--- src/rtl/adc_rd_pkg.sv ---
package adc_rd_pkg;
  typedef enum logic [1:0] {
    ST_IDLE  = 2'd0,
    ST_SHIFT = 2'd1,
    ST_GAP   = 2'd2
  } rd_state_e;
endpackage

--- src/rtl/adc_rd_tick.sv ---
// Half-period divider: pulses tick_o every HALF_DIV cycles while run_i is high.
module adc_rd_tick #(
  parameter int HALF_DIV = 3
) (
  input  logic clk,
  input  logic rst,
  input  logic run_i,
  output logic tick_o
);
  localparam int CW = (HALF_DIV > 1) ? $clog2(HALF_DIV) : 1;

  logic [CW-1:0] cnt;

  assign tick_o = run_i && (cnt == CW'(HALF_DIV - 1));

  always_ff @(posedge clk) begin
    if (rst || !run_i || tick_o) cnt <= '0;
    else                         cnt <= cnt + 1'b1;
  end

  generate
    if (HALF_DIV > 1) begin : g_spacing
      // Two ticks never come back to back when the half period is longer than one cycle.
      assert_tick_spacing_R3: assert property (@(posedge clk) disable iff (rst)
        tick_o |=> !tick_o);
    end
  endgenerate
endmodule

--- src/rtl/adc_rd_shift.sv ---
// Serial capture register; the newest bit enters at position 0.
module adc_rd_shift #(
  parameter int FRAME_BITS = 24,
  parameter int DATA_BITS  = 16
) (
  input  logic                 clk,
  input  logic                 rst,
  input  logic                 clr_i,
  input  logic                 cap_i,
  input  logic                 din_i,
  output logic [DATA_BITS-1:0] data_o,
  output logic                 lead_nz_o
);
  localparam int LEAD_BITS = FRAME_BITS - DATA_BITS;

  logic [FRAME_BITS-1:0] sh;

  always_ff @(posedge clk) begin
    if (rst || clr_i) sh <= '0;
    else if (cap_i)   sh <= {sh[FRAME_BITS-2:0], din_i};
  end

  assign data_o    = sh[DATA_BITS-1:0];
  assign lead_nz_o = |sh[FRAME_BITS-1 -: LEAD_BITS];
endmodule

--- src/rtl/adc_rd_gap.sv ---
// Select-high gap timer: done_o rises GAP_CYC cycles after load_i.
module adc_rd_gap #(
  parameter int GAP_CYC = 5
) (
  input  logic clk,
  input  logic rst,
  input  logic load_i,
  output logic done_o
);
  localparam int GW = $clog2(GAP_CYC + 1);

  logic [GW-1:0] cnt;

  always_ff @(posedge clk) begin
    if (rst)              cnt <= '0;
    else if (load_i)      cnt <= GW'(GAP_CYC - 1);
    else if (cnt != '0)   cnt <= cnt - 1'b1;
  end

  assign done_o = (cnt == '0);
endmodule

--- src/rtl/adc_rd_ctrl.sv ---
module adc_rd_ctrl
  import adc_rd_pkg::*;
#(
  parameter int HALF_DIV   = 3,
  parameter int GAP_CYC    = 5,
  parameter int FRAME_BITS = 24,
  parameter int DATA_BITS  = 16,
  parameter bit CHECK_LEAD = 1'b1
) (
  input  logic                 clk,
  input  logic                 rst,
  input  logic                 start_i,
  input  logic                 abort_i,
  input  logic                 sdi_i,
  output logic                 cs_n_o,
  output logic                 sclk_o,
  output logic                 busy_o,
  output logic [DATA_BITS-1:0] data_o,
  output logic                 valid_o,
  output logic                 frame_err_o
);
  localparam int CNT_W = $clog2(FRAME_BITS);
  localparam int HW    = $clog2(GAP_CYC + 1) + 1;

  rd_state_e              state;
  logic [CNT_W-1:0]       bit_cnt;
  logic                   pend;
  logic                   tick;
  logic                   gap_done;
  logic                   gap_load;
  logic                   launch;
  logic                   cap;
  logic [DATA_BITS-1:0]   sh_data;
  logic                   sh_lead_nz;

  adc_rd_tick #(.HALF_DIV(HALF_DIV)) u_tick (
    .clk(clk), .rst(rst), .run_i(state == ST_SHIFT && !abort_i), .tick_o(tick)
  );

  assign cap    = (state == ST_SHIFT) && !abort_i && tick && !sclk_o;
  assign launch = ((state == ST_IDLE) && (start_i || pend)) ||
                  ((state == ST_GAP) && gap_done && (start_i || pend));

  adc_rd_shift #(.FRAME_BITS(FRAME_BITS), .DATA_BITS(DATA_BITS)) u_shift (
    .clk(clk), .rst(rst), .clr_i(launch), .cap_i(cap), .din_i(sdi_i),
    .data_o(sh_data), .lead_nz_o(sh_lead_nz)
  );

  assign gap_load = (state == ST_SHIFT) &&
                    (abort_i || (tick && sclk_o && bit_cnt == CNT_W'(FRAME_BITS - 1)));

  adc_rd_gap #(.GAP_CYC(GAP_CYC)) u_gap (
    .clk(clk), .rst(rst), .load_i(gap_load), .done_o(gap_done)
  );

  always_ff @(posedge clk) begin
    if (rst) begin
      state       <= ST_IDLE;
      cs_n_o      <= 1'b1;
      sclk_o      <= 1'b0;
      busy_o      <= 1'b0;
      bit_cnt     <= '0;
      pend        <= 1'b0;
      data_o      <= '0;
      valid_o     <= 1'b0;
      frame_err_o <= 1'b0;
    end else begin
      valid_o     <= 1'b0;
      frame_err_o <= 1'b0;
      if (start_i && state != ST_IDLE) pend <= 1'b1;
      if (launch) begin
        state   <= ST_SHIFT;
        cs_n_o  <= 1'b0;
        sclk_o  <= 1'b0;
        busy_o  <= 1'b1;
        bit_cnt <= '0;
        pend    <= 1'b0;
      end else begin
        unique case (state)
          ST_SHIFT: begin
            if (abort_i) begin
              state  <= ST_GAP;
              cs_n_o <= 1'b1;
              sclk_o <= 1'b0;
              pend   <= 1'b0;
            end else if (tick) begin
              sclk_o <= ~sclk_o;
              if (sclk_o) begin
                if (bit_cnt == CNT_W'(FRAME_BITS - 1)) begin
                  state       <= ST_GAP;
                  cs_n_o      <= 1'b1;
                  valid_o     <= 1'b1;
                  data_o      <= sh_data;
                  frame_err_o <= CHECK_LEAD && sh_lead_nz;
                end else begin
                  bit_cnt <= bit_cnt + 1'b1;
                end
              end
            end
          end
          ST_GAP: begin
            if (gap_done) begin
              state  <= ST_IDLE;
              busy_o <= 1'b0;
            end
          end
          default: ;
        endcase
      end
    end
  end

  // Cycles the select line has been high, saturating; used by the gap property.
  logic [HW-1:0] hi_cnt;
  always_ff @(posedge clk) begin
    if (rst)                         hi_cnt <= HW'(GAP_CYC);
    else if (!cs_n_o)                hi_cnt <= '0;
    else if (hi_cnt < HW'(GAP_CYC))  hi_cnt <= hi_cnt + 1'b1;
  end

  assert_clock_idle_R2: assert property (@(posedge clk) disable iff (rst)
    cs_n_o |-> !sclk_o);
  assert_valid_single_R5: assert property (@(posedge clk) disable iff (rst)
    valid_o |=> !valid_o);
  assert_valid_on_cs_rise_R5: assert property (@(posedge clk) disable iff (rst)
    valid_o |-> $rose(cs_n_o));
  assert_err_qualified_R6: assert property (@(posedge clk) disable iff (rst)
    frame_err_o |-> valid_o);
  assert_cs_gap_R7: assert property (@(posedge clk) disable iff (rst)
    $fell(cs_n_o) |-> (hi_cnt >= HW'(GAP_CYC)));
  assert_busy_in_frame_R8: assert property (@(posedge clk) disable iff (rst)
    !cs_n_o |-> busy_o);
endmodule

--- config.mk ---
export PLATFORM = sky130hd
export DESIGN_NAME = adc_rd_ctrl
export DESIGN_NICKNAME = d
export VERILOG_FILES = /design/src/rtl/adc_rd_pkg.sv /design/src/rtl/adc_rd_tick.sv /design/src/rtl/adc_rd_shift.sv /design/src/rtl/adc_rd_gap.sv /design/src/rtl/adc_rd_ctrl.sv
export SDC_FILE = /design/constraint.sdc
export NUM_CORES = 1
export LEC_CHECK = 0
export ABC_AREA = 1
export CORE_ASPECT_RATIO = 0.8
export CORE_UTILIZATION = 40
export CTS_CLUSTER_DIAMETER = 40
export CTS_CLUSTER_SIZE = 20
export DETAILED_ROUTE_END_ITERATION = 10
export HOLD_SLACK_MARGIN = 0.08
export PLACE_DENSITY_LB_ADDON = 0.05
export SLEW_MARGIN = 20
export SYNTH_ARGS = -nofsm -noshare
export SYNTH_HDL_FRONTEND = slang
export SYNTH_SLANG_ARGS = --single-unit
--- constraint.sdc ---
create_clock -name clk -period 1.7 [get_ports clk]
set_clock_uncertainty 0.2 [all_clocks]
set_input_delay 0.17 -clock clk [delete_from_list [all_inputs] [get_ports clk]]
set_output_delay 0.17 -clock clk [all_outputs]
set_load 0.01 [all_outputs]
== After elaboration in Yosys (flattened, before gate mapping) ==
Cells that the tools add are included.

* Register bits after elaboration: 58
* Output and inout port bits: 21
* Word-level logic and storage cells: 105
* Bits of input ports: 5

* Muxes and demuxes: 24
* Reductions and logical operators: 46
* Add/subtract/negate cells: 3
* Bitwise gates (word level): 6
* Equality and inequality tests: 12

{| class="wikitable"
|+ Operators by type and width
! cell !! number
|-
| two-way mux 1 bit || 16
|-
| AND reduction 5 bit || 3
|-
| nonzero test 3 bit || 5
|-
| nonzero test 2 bit || 7
|-
| logical AND 1 bit || 11
|-
| two-way mux 2 bit || 5
|-
| inequality test 4 x 3 -> 1 bit, second input constant || 2
|-
| OR reduction 8 bit || 1
|-
| OR reduction 7 bit || 1
|-
| logical OR 1 bit || 6
|-
| two-way mux 3 bit || 2
|-
| inequality test 3 x 2 -> 1 bit, second input constant || 2
|-
| inequality test 3 bit, second input constant || 2
|-
| NOT 1 bit || 6
|-
| AND reduction 6 bit || 1
|-
| OR reduction 6 bit || 1
|-
| adder 5 x 1 -> 5 bit, second input constant || 1
|-
| == test 5 bit, second input constant || 1
|-
| == test 2 bit, second input constant || 2
|-
| inequality test 4 x 2 -> 1 bit, second input constant || 1
|-
| one-hot mux 2 bit (2 select lines) || 1
|-
| AND reduction 2 bit || 2
|-
| AND reduction 4 bit || 1
|-
| OR reduction 2 bit || 2
|-
| other kinds (7) || 9
|}

== Longest topological paths before layout ==
Gate-level depths: netlist of run 1.

* Word-level depth: 8
* Gate-level depth with buffers: 11
* Mapped depth without buffers: 10

== Cells and area by module ==
Synthesis of run 1 repeated with hierarchy kept, for this count alone.

* Cell total of the unflattened synthesis: 399
* Area total of the unflattened synthesis: 2731.4 µm²

{| class="wikitable"
|+ By module, submodules not included
! module !! cells each !! area each (µm²) !! instances !! seq. area each (µm²)
|-
| adc_rd_ctrl || 186 || 1320.0 || 1 || 580.6
|-
| adc_rd_shift || 176 || 1147.4 || 1 || 480.5
|-
| adc_rd_gap || 26 || 175.2 || 1 || 60.1
|-
| adc_rd_tick || 11 || 88.8 || 1 || 40.0
|}

== Worst setup path after synthesis of run 1 ==
Ideal clock, no wire load.

* Path kind: flip-flop to flip-flop
* Start point: register u_gap.cnt[0]
* End point: register u_shift.sh[14]
* Buffers on the path: 2
* Setup slack: -26 ps
* Stages on the path, launching flop included: 11
* Clock period less this slack: 1726 ps
* Data arrival time: 1462 ps
* Setup time: 64 ps
* Required time: 1436 ps
* Path through: dfxtp_1 > inv_1 > ha_1 > ha_1 > nand3_2 > nand2_1 > nand2_2 > nand2_2 > buf_6 > buf_6 > nor2_1

* Word-level cells in the longest chain between the ends: 5

{| class="wikitable"
|+ RTL lines
! what !! line !! RTL
|-
| start: declaration || adc_rd_gap.sv:12 || <nowiki>logic [GW-1:0] cnt;</nowiki>
|-
| start signal: assignment || adc_rd_gap.sv:16 || <nowiki>else if (load_i) cnt <= GW'(GAP_CYC - 1);</nowiki>
|-
| start signal: assignment || adc_rd_gap.sv:17 || <nowiki>else if (cnt != '0) cnt <= cnt - 1'b1;</nowiki>
|-
| logical NOT 3 bit || adc_rd_gap.sv:20 || <nowiki>assign done_o = (cnt == '0);</nowiki>
|-
| logical AND 1 bit (2 in a row) || adc_rd_ctrl.sv:42 || <nowiki>((state == ST_GAP) && gap_done && (start_i || pend));</nowiki>
|-
| logical OR 1 bit || adc_rd_ctrl.sv:41 || <nowiki>assign launch = ((state == ST_IDLE) && (start_i || pend)) ||</nowiki>
|-
| logical OR 1 bit || adc_rd_shift.sv:19 || <nowiki>if (rst || clr_i) sh <= '0;</nowiki>
|-
| end signal: assignment || adc_rd_shift.sv:20 || <nowiki>else if (cap_i) sh <= {sh[FRAME_BITS-2:0], din_i};</nowiki>
|-
| end: declaration || adc_rd_shift.sv:16 || <nowiki>logic [FRAME_BITS-1:0] sh;</nowiki>
|}

No other way between the ends.
A chain may end at the register's enable or synchronous reset.

== Final worst setup path of run 1 ==
* Start point: register u_gap.cnt[1]
* End point: register u_shift.sh[3]

Same word-level chain as after synthesis.

==> summary.md, run 1 <==
| Metric | Value |
|---|---|
| DRT Wirelength | 4.89 mm |
| Area after DPL | around 0.0028 mm^2 |
| Worst setup path category | flip-flop to flip-flop |
| Hold Buf Count CTS | 0 |
| Via count | between 1500 and 2000 |
| Max clock buf depth | 2 |
| Grt ovf | 0 |
| Proportion of layout cells with a drive suffix above 1 | around a fifth |
| P_sw | ~1.1 mW |
| Tightest Pin Transition | around 0.39 ns |
| Minimum clock period after layout | approximately 1.6 ns |
| Yosys top cell area share | 49.5% |
| Hold Slack | between 0.2 and 0.25 ns |
| Slew HR | between 70% and 80% |
| Period Utilization, post-route | a little over nine tenths |
| Asr flop ratio synth | 0% |
| Ports | 26 |
| Clock sinks | between 50 and 60 |
| Setup crit end kind | flip-flop |
| Die H | between 70 and 80 um |
| Status | finished clean |
| Num rows | 24 |
| Switching part of the total | a little under a third |
| Vias in the first global route | around 1800 |
| 1st-iter DRT viols | 99 |
| Max-cap violations | 0 |
| Clk pwr share | 34.3% |
| GP Congestion | 0.725 |
| Chip Width | just under 90 um |
| Drt via density | between 4 and 5 |
| DR pass1 iterations | 4 |
| Reg power frac | roughly two fifths |
| CTS Buf Count | 9 |
| Final HPWL DP | 3.07 mm |
| DRC | 0 |
| CP max-delay cell | dfxtp_2 |
| Initial antenna violation count | 0 |
| Peak supply drop | roughly 0.00067 V |
| Total Power | ~3.6 mW |
| Post-synth top cells | nor2_1 (72), dfxtp_1 (58), nand2_1 (39), o21ai_0 (34), inv_1 (30) |
| Die footprint | around 0.0062 mm^2 |
| Area grow syn2layout | 34.7% |
| Synthesized instance count | slightly above 300 |
| Crit-path cells | inv_1 > ha_4 > ha_4 > nand3_2 > nand2_1 > nand2_2 > nand2_4 > clkbuf_16 > nor2_1 |
| Worst hold path class | flip-flop to flip-flop |
| CORE AREA | approximately 0.0056 mm^2 |
| Comb power frac | approximately a quarter |
| Most common cell on crit path | ha_4 |
| Final nets | between 300 and 400 |
| Leakage power | 1.35 nW |
| Clk root buf | clkbuf_8 |
| Area of the mapped netlist | roughly 0.0023 mm^2 |
| GRT Util Overall | between 10% and 20% |
| Number of port buffers | 25 |
| Critical Path AT | roughly 1.7 ns |
| Maximum clock rate | just over 600 MHz |
| H-Tree Depth | 3 |
| Seq/Total Area, Yosys | around half |
| Initial Util | about 42% |
| Mean Syn Cell Area | 7.72 um^2 |
| Pwr Density | 1130 mW/mm^2 |
| Top post-synthesis cells by area | dfxtp_1 (49%), nor2_1 (12%), o21ai_0 (7.3%), nand2_1 (6.2%), inv_1 (4.8%) |
| Post-route cell area | 0.00316 mm^2 |
| Reg clk slew, reported paths | 0.07 ns |
| Slowest stage delay, CP | 0.32 ns |
| Final Hold Vio Count | 0 |
| Most numerous cell in the Yosys netlist | nor2_1 |
| Yosys cell types | 27 |
| Worst-Skew Late Latency | between 0.3 and 0.4 ns |
| Utilization after layout | between 50 and 60% |
| Net count after synthesis | roughly 310 |
| Post-synthesis register bit count | 58 |
| Max-slew violations | 0 |
| Setup violations, final | 0 |
| Post-synth EDFFs | 0 |
| CTS tree | built |
| Number of antenna diodes | 0 |
| CP required | about 1.8 ns |
| Largest net degree at the start of global routing | 30 |
| CP max FO | 7 |
| Critical Path Start Type | flip-flop |
| Setup TNS | 0 ns |
| Post-synth top flop | dfxtp_1 |
| Antenna Violating Nets Remaining | 0 |
| Wire length per cell | between 10 and 15 um |
| Internal power | 2.49 mW |
| Largest area contributor in the netlist | dfxtp_1 |
| Synth warn | 0 |
| First-pass GRT wire length | 8.00 mm |
==> worst max-delay path: cells and delay by family (launching register included) <==
kind | cells | cell delay [ns]
adders and majority gates | 2 | 0.32
buffers and inverters | 2 | 0.25
DFF | 1 | 0.32
and+or+nand+nor | 5 | 0.45
==> per-stage QoR <==
stage / setup slack, ns / instances
2_1_floorplan: 0.0290 / 304
3_3_place_gp: -0.120 / 413
3_5_place_dp: -0.0993 / 413
4_1_cts: 0.00675 / 429
5_1_grt: -0.00831 / 433
6_report: 0.0870 / 433
==> cells in the final DEF, fill, tap and decap left out, types with 2 or more instances in the layout <==
cell type	netlist	final
clkinv_2	0	3
nor3_4	1	2
clkbuf_16	0	2
clkinvlp_4	0	2
xor2_1	2	2
nand2_2	3	3
nor4_1	2	2
nor2_1	72	70
ha_1	5	3
nor2_2	4	6
dfxtp_2	0	2
nand2_4	2	4
inv_1	30	27
nand3_1	10	10
o21ai_0	34	25
o21ai_1	0	9
inv_2	1	3
nand2_1	39	37
ha_4	0	2
dfxtp_1	58	56
clkdlybuf4s50_1	0	24
a21oi_1	19	15
a21oi_2	0	4
buf_12	0	6
clkbuf_8	0	9
buf_4	0	13
nor3_1	3	2
==> metal layers <==
metal | vias up | routed length (um) | global-route usage [%]
met5 | - | 0 | 0
met4 | 0 | 82 | 7.10
met3 | 8 | 163 | 7.09
met2 | 22 | 2150 | 26.0
met1 | 877 | 2490 | 21.7
li1 | 1058 | - | -
==> registers in the layout, indices dropped and copies added, names as in the netlist <==
name / cells
u_shift.sh: 24
data_o: 16
bit_cnt: 5
u_gap.cnt: 3
state: 2
u_tick.cnt: 2
busy_o: 1
cs_n_o: 1
frame_err_o: 1
pend: 1
sclk_o: 1
valid_o: 1
==> power by group through the flow <==
stage / Sequential [mW] / Clock (mW) / Combinational (mW)
after floorplan: 1.50 / 0 / 0.467
final: 1.48 / 1.22 / 0.864
after global placement: 1.50 / 0 / 0.665
after CTS: 1.47 / 1.26 / 0.671
after global routing: 1.48 / 1.34 / 0.965
after detailed placement: 1.50 / 0 / 0.663
==> cell families after synthesis <==
group                      after synthesis  share of synthesized area, %
AOI/OAI and AO/OA                       55                          11.9
adders and majority gates                5                          2.67
xor gates and xnor gates                 3                          1.12
DFF                                     58                          49.5
and+or+nand+nor                        139                          25.8
buffers and inverters                   44                          8.96
==> worst paths after layout <==
kind                                   from                    endpoint  slack [ns]  cells after the start
setup reg to reg  u_gap.cnt[1]$_SDFFE_PP0P_  u_shift.sh[3]$_SDFFE_PP0P_        0.09                      9
hold reg to reg    u_tick.cnt[0]$_SDFF_PP0_    u_tick.cnt[0]$_SDFF_PP0_        0.21                      1
hold / removal     u_tick.cnt[0]$_SDFF_PP0_    u_tick.cnt[0]$_SDFF_PP0_        0.21                      1
setup / recovery  u_gap.cnt[1]$_SDFFE_PP0P_  u_shift.sh[3]$_SDFFE_PP0P_        0.09                      9
==> cell type report <==
class                   count  area [um^2]
clock buffers               9          124
clock inverters             7         68.8
flip-flops and latches     58         1160
inverters                  32          128
fillers                   550         2400
well taps                  78         97.6
repair buffers             47          532
multi-input cells         202         1050
==> timing repair <==
| item | CTS | global route |
|---|---|---|
| endpoints found under the setup margin | 3 | 55 |
| buffers inserted | 0 | 1 |
| resized for setup | 1 | 30 |
| gates cloned | 0 | 3 |
| pin swaps | 0 | 4 |
Power figures use the tool's default switching activity.
==> run 2: changes to the inputs <==
CORE_MARGIN = 2   (was default)
==> run 2 against run 1 <==
Effect of this change: utilization fell by 1.8 points; largest cell class unchanged; sequential power barely moved; critical path depth fell by 8; clock-buffer cell count rose by 3; sequential share of layout area rose by 1.2 points; fmax rose by 0.52%; first-iteration DRC count rose by 9.1%; non-clock buffer count fell by 2; die area rose by 5.2%; largest power group unchanged; highest routed layer unchanged; cell area fell by 3.1%.
==> summary.md, run 2 (same netlist as run 1, synthesis figures left out) <==
| Metric | Value |
|---|---|
| Crit-path cells | clkdlybuf4s50_1 |
| Period Utilization, post-route | 94.4% |
| Wire length per cell | a little over 10 um |
| Register area | approximately 0.0012 mm^2 |
| CP max-delay cell | clkdlybuf4s50_1 |
| DRC | 0 |
| Vias in the first global route | between 1500 and 2000 |
| Area grow syn2layout | 30.5% |
| CTS Buf Count | 9 |
| Maximum clock rate | approximately 620 MHz |
| Grt ovf | 0 |
| CTS tree | built |
| Critical path's top delay family | buffers and inverters |
| Num rows | 24 |
| Worst hold path class | flip-flop to flip-flop |
| Worst slack, placed | -0.0362 ns |
| Max clock buf depth | 2 |
| Leakage power | ~1.3 nW |
| Ports | 26 |
| Reg with most FFs | u_shift.sh |
| Max-slew violations | 0 |
| Initial Util | 42.2% |
| 1st-iter DRT viols | roughly 110 |
| Tightest Pin Transition | 0.296 ns |
| Initial antenna violation count | 0 |
| Clk root buf | clkbuf_8 |
| Minimum clock period after layout | 1.60 ns |
| Placed insts | around 410 |
| DR pass1 iterations | 4 |
| Largest net degree at the start of global routing | 26 |
| Die H | 72.5 um |
| Number of port buffers | 25 |
| Pwr Density | 1150 mW/mm^2 |
| CP max FO | 4 |
| Drt via density | 4.44 |
| Proportion of layout cells with a drive suffix above 1 | 17.0% |
| Area of the multi-input gates | ~0.0010 mm^2 |
| Max reg flops | 24 |
| Final nets | 358 |
| Slowest stage delay, CP | 0.54 ns |
| CORE AREA | 0.00556 mm^2 |
| Regs by FF count | u_shift.sh x24, data_o x16, bit_cnt x5 |
| Most common cell after layout, fill and taps aside | nor2_1 |
| Worst setup path category | flip-flop to output pin |
| Final WS setup | around 0.095 ns |
| Worst-Skew Late Latency | between 0.3 and 0.4 ns |
| Max-cap violations | 0 |
| Filler Cells Inserted | 562 |
| Hold Buf Count CTS | 0 |
| Final HPWL DP | between 3 and 4 mm |
| Slew HR | 80.1% |
| CP Buf/Inv Count | 1 |
| GRT Util Overall | about 16% |
| First-pass GRT wire length | 8.05 mm |
| Critical Path Start Type | flip-flop |
| Via count | about 1900 |
| Status | finished clean |
| DRT Wirelength | approximately 4.5 mm |
| Antenna Violating Nets Remaining | 0 |
| Final Hold Vio Count | 0 |
| Most frequent cells in the layout | nor2_1 (71), dfxtp_1 (55), nand2_1 (37) |
| GP Congestion | roughly 0.77 |
| Reg clk slew, reported paths | roughly 0.060 ns |
| Setup crit end kind | output pin |
| Setup violations, final | 0 |
| CP required | ~1.3 ns |
| Die footprint | 0.00650 mm^2 |
| Clock sinks | 58 |
| Critical Path AT | between 1 and 1.5 ns |
| H-Tree Depth | 3 |
| Utilization after layout | 55.1% |
| Number of antenna diodes | 0 |
| Chip Width | approximately 90 um |
| Non-Filler Instances | 431 |
| Peak supply drop | 0.000967 V |
-- run 2: stage by stage --
stage,TNS [ns],total power [mW],instance area (um^2),hold slack [ns]
floorplan,0,1.97,2350,0.0391
global placement,-0.108,2.17,2790,0.203
detailed placement,-0.174,2.18,2790,0.206
CTS,0,3.49,3000,0.213
global route,-0.00585,3.72,3060,0.253
finish,0,3.52,3060,0.211
-- run 2: per-layer routing --
layer / share of wire (%) / GRT usage, % / up-vias / routed length, um
met4: 1.3 / 4.98 / 0 / 57
li1: - / - / 1051 / -
met2: 39 / 23.0 / 24 / 1730
met3: 4.4 / 7.85 / 6 / 195
met5: 0 / 0 / - / 0
met1: 56 / 22.4 / 833 / 2490
-- run 2: layout make-up --
type | instances | area share [%]
clock buffers | 12 | 5.07
clock inverters | 4 | 1.64
inverters | 32 | 4.17
multi-input cells | 202 | 33.0
flip-flops and latches | 58 | 38.1
well taps | 78 | 3.19
repair buffers | 45 | 14.8
-- run 2: worst paths after layout --
path / from / endpoint / slack [ns] / cells after the start
setup / recovery: sclk_o$_SDFFE_PP0P_ / sclk_o / 0.1 / 1
hold / removal: u_tick.cnt[0]$_SDFF_PP0_ / u_tick.cnt[0]$_SDFF_PP0_ / 0.21 / 1
setup reg to reg: u_gap.cnt[0]$_SDFFE_PP0P_ / pend$_SDFF_PP0_ / 0.11 / 9
hold reg to reg: u_tick.cnt[0]$_SDFF_PP0_ / u_tick.cnt[0]$_SDFF_PP0_ / 0.21 / 1
-- run 2: repair_timing --
action | in CTS | in global routing
setup buffers | 0 | 1
pin swaps | 0 | 6
gates resized for setup | 2 | 24
setup endpoints to repair | 9 | 54
-- run 2: power breakdown --
group	total (mW)	switching, mW	internal, mW	leakage, nW
sequential	1.48	0.0449	1.43	0.470
combinational	0.749	0.425	0.325	0.733
clock	1.29	0.540	0.754	0.0986
total	3.52	1.01	2.51	1.30
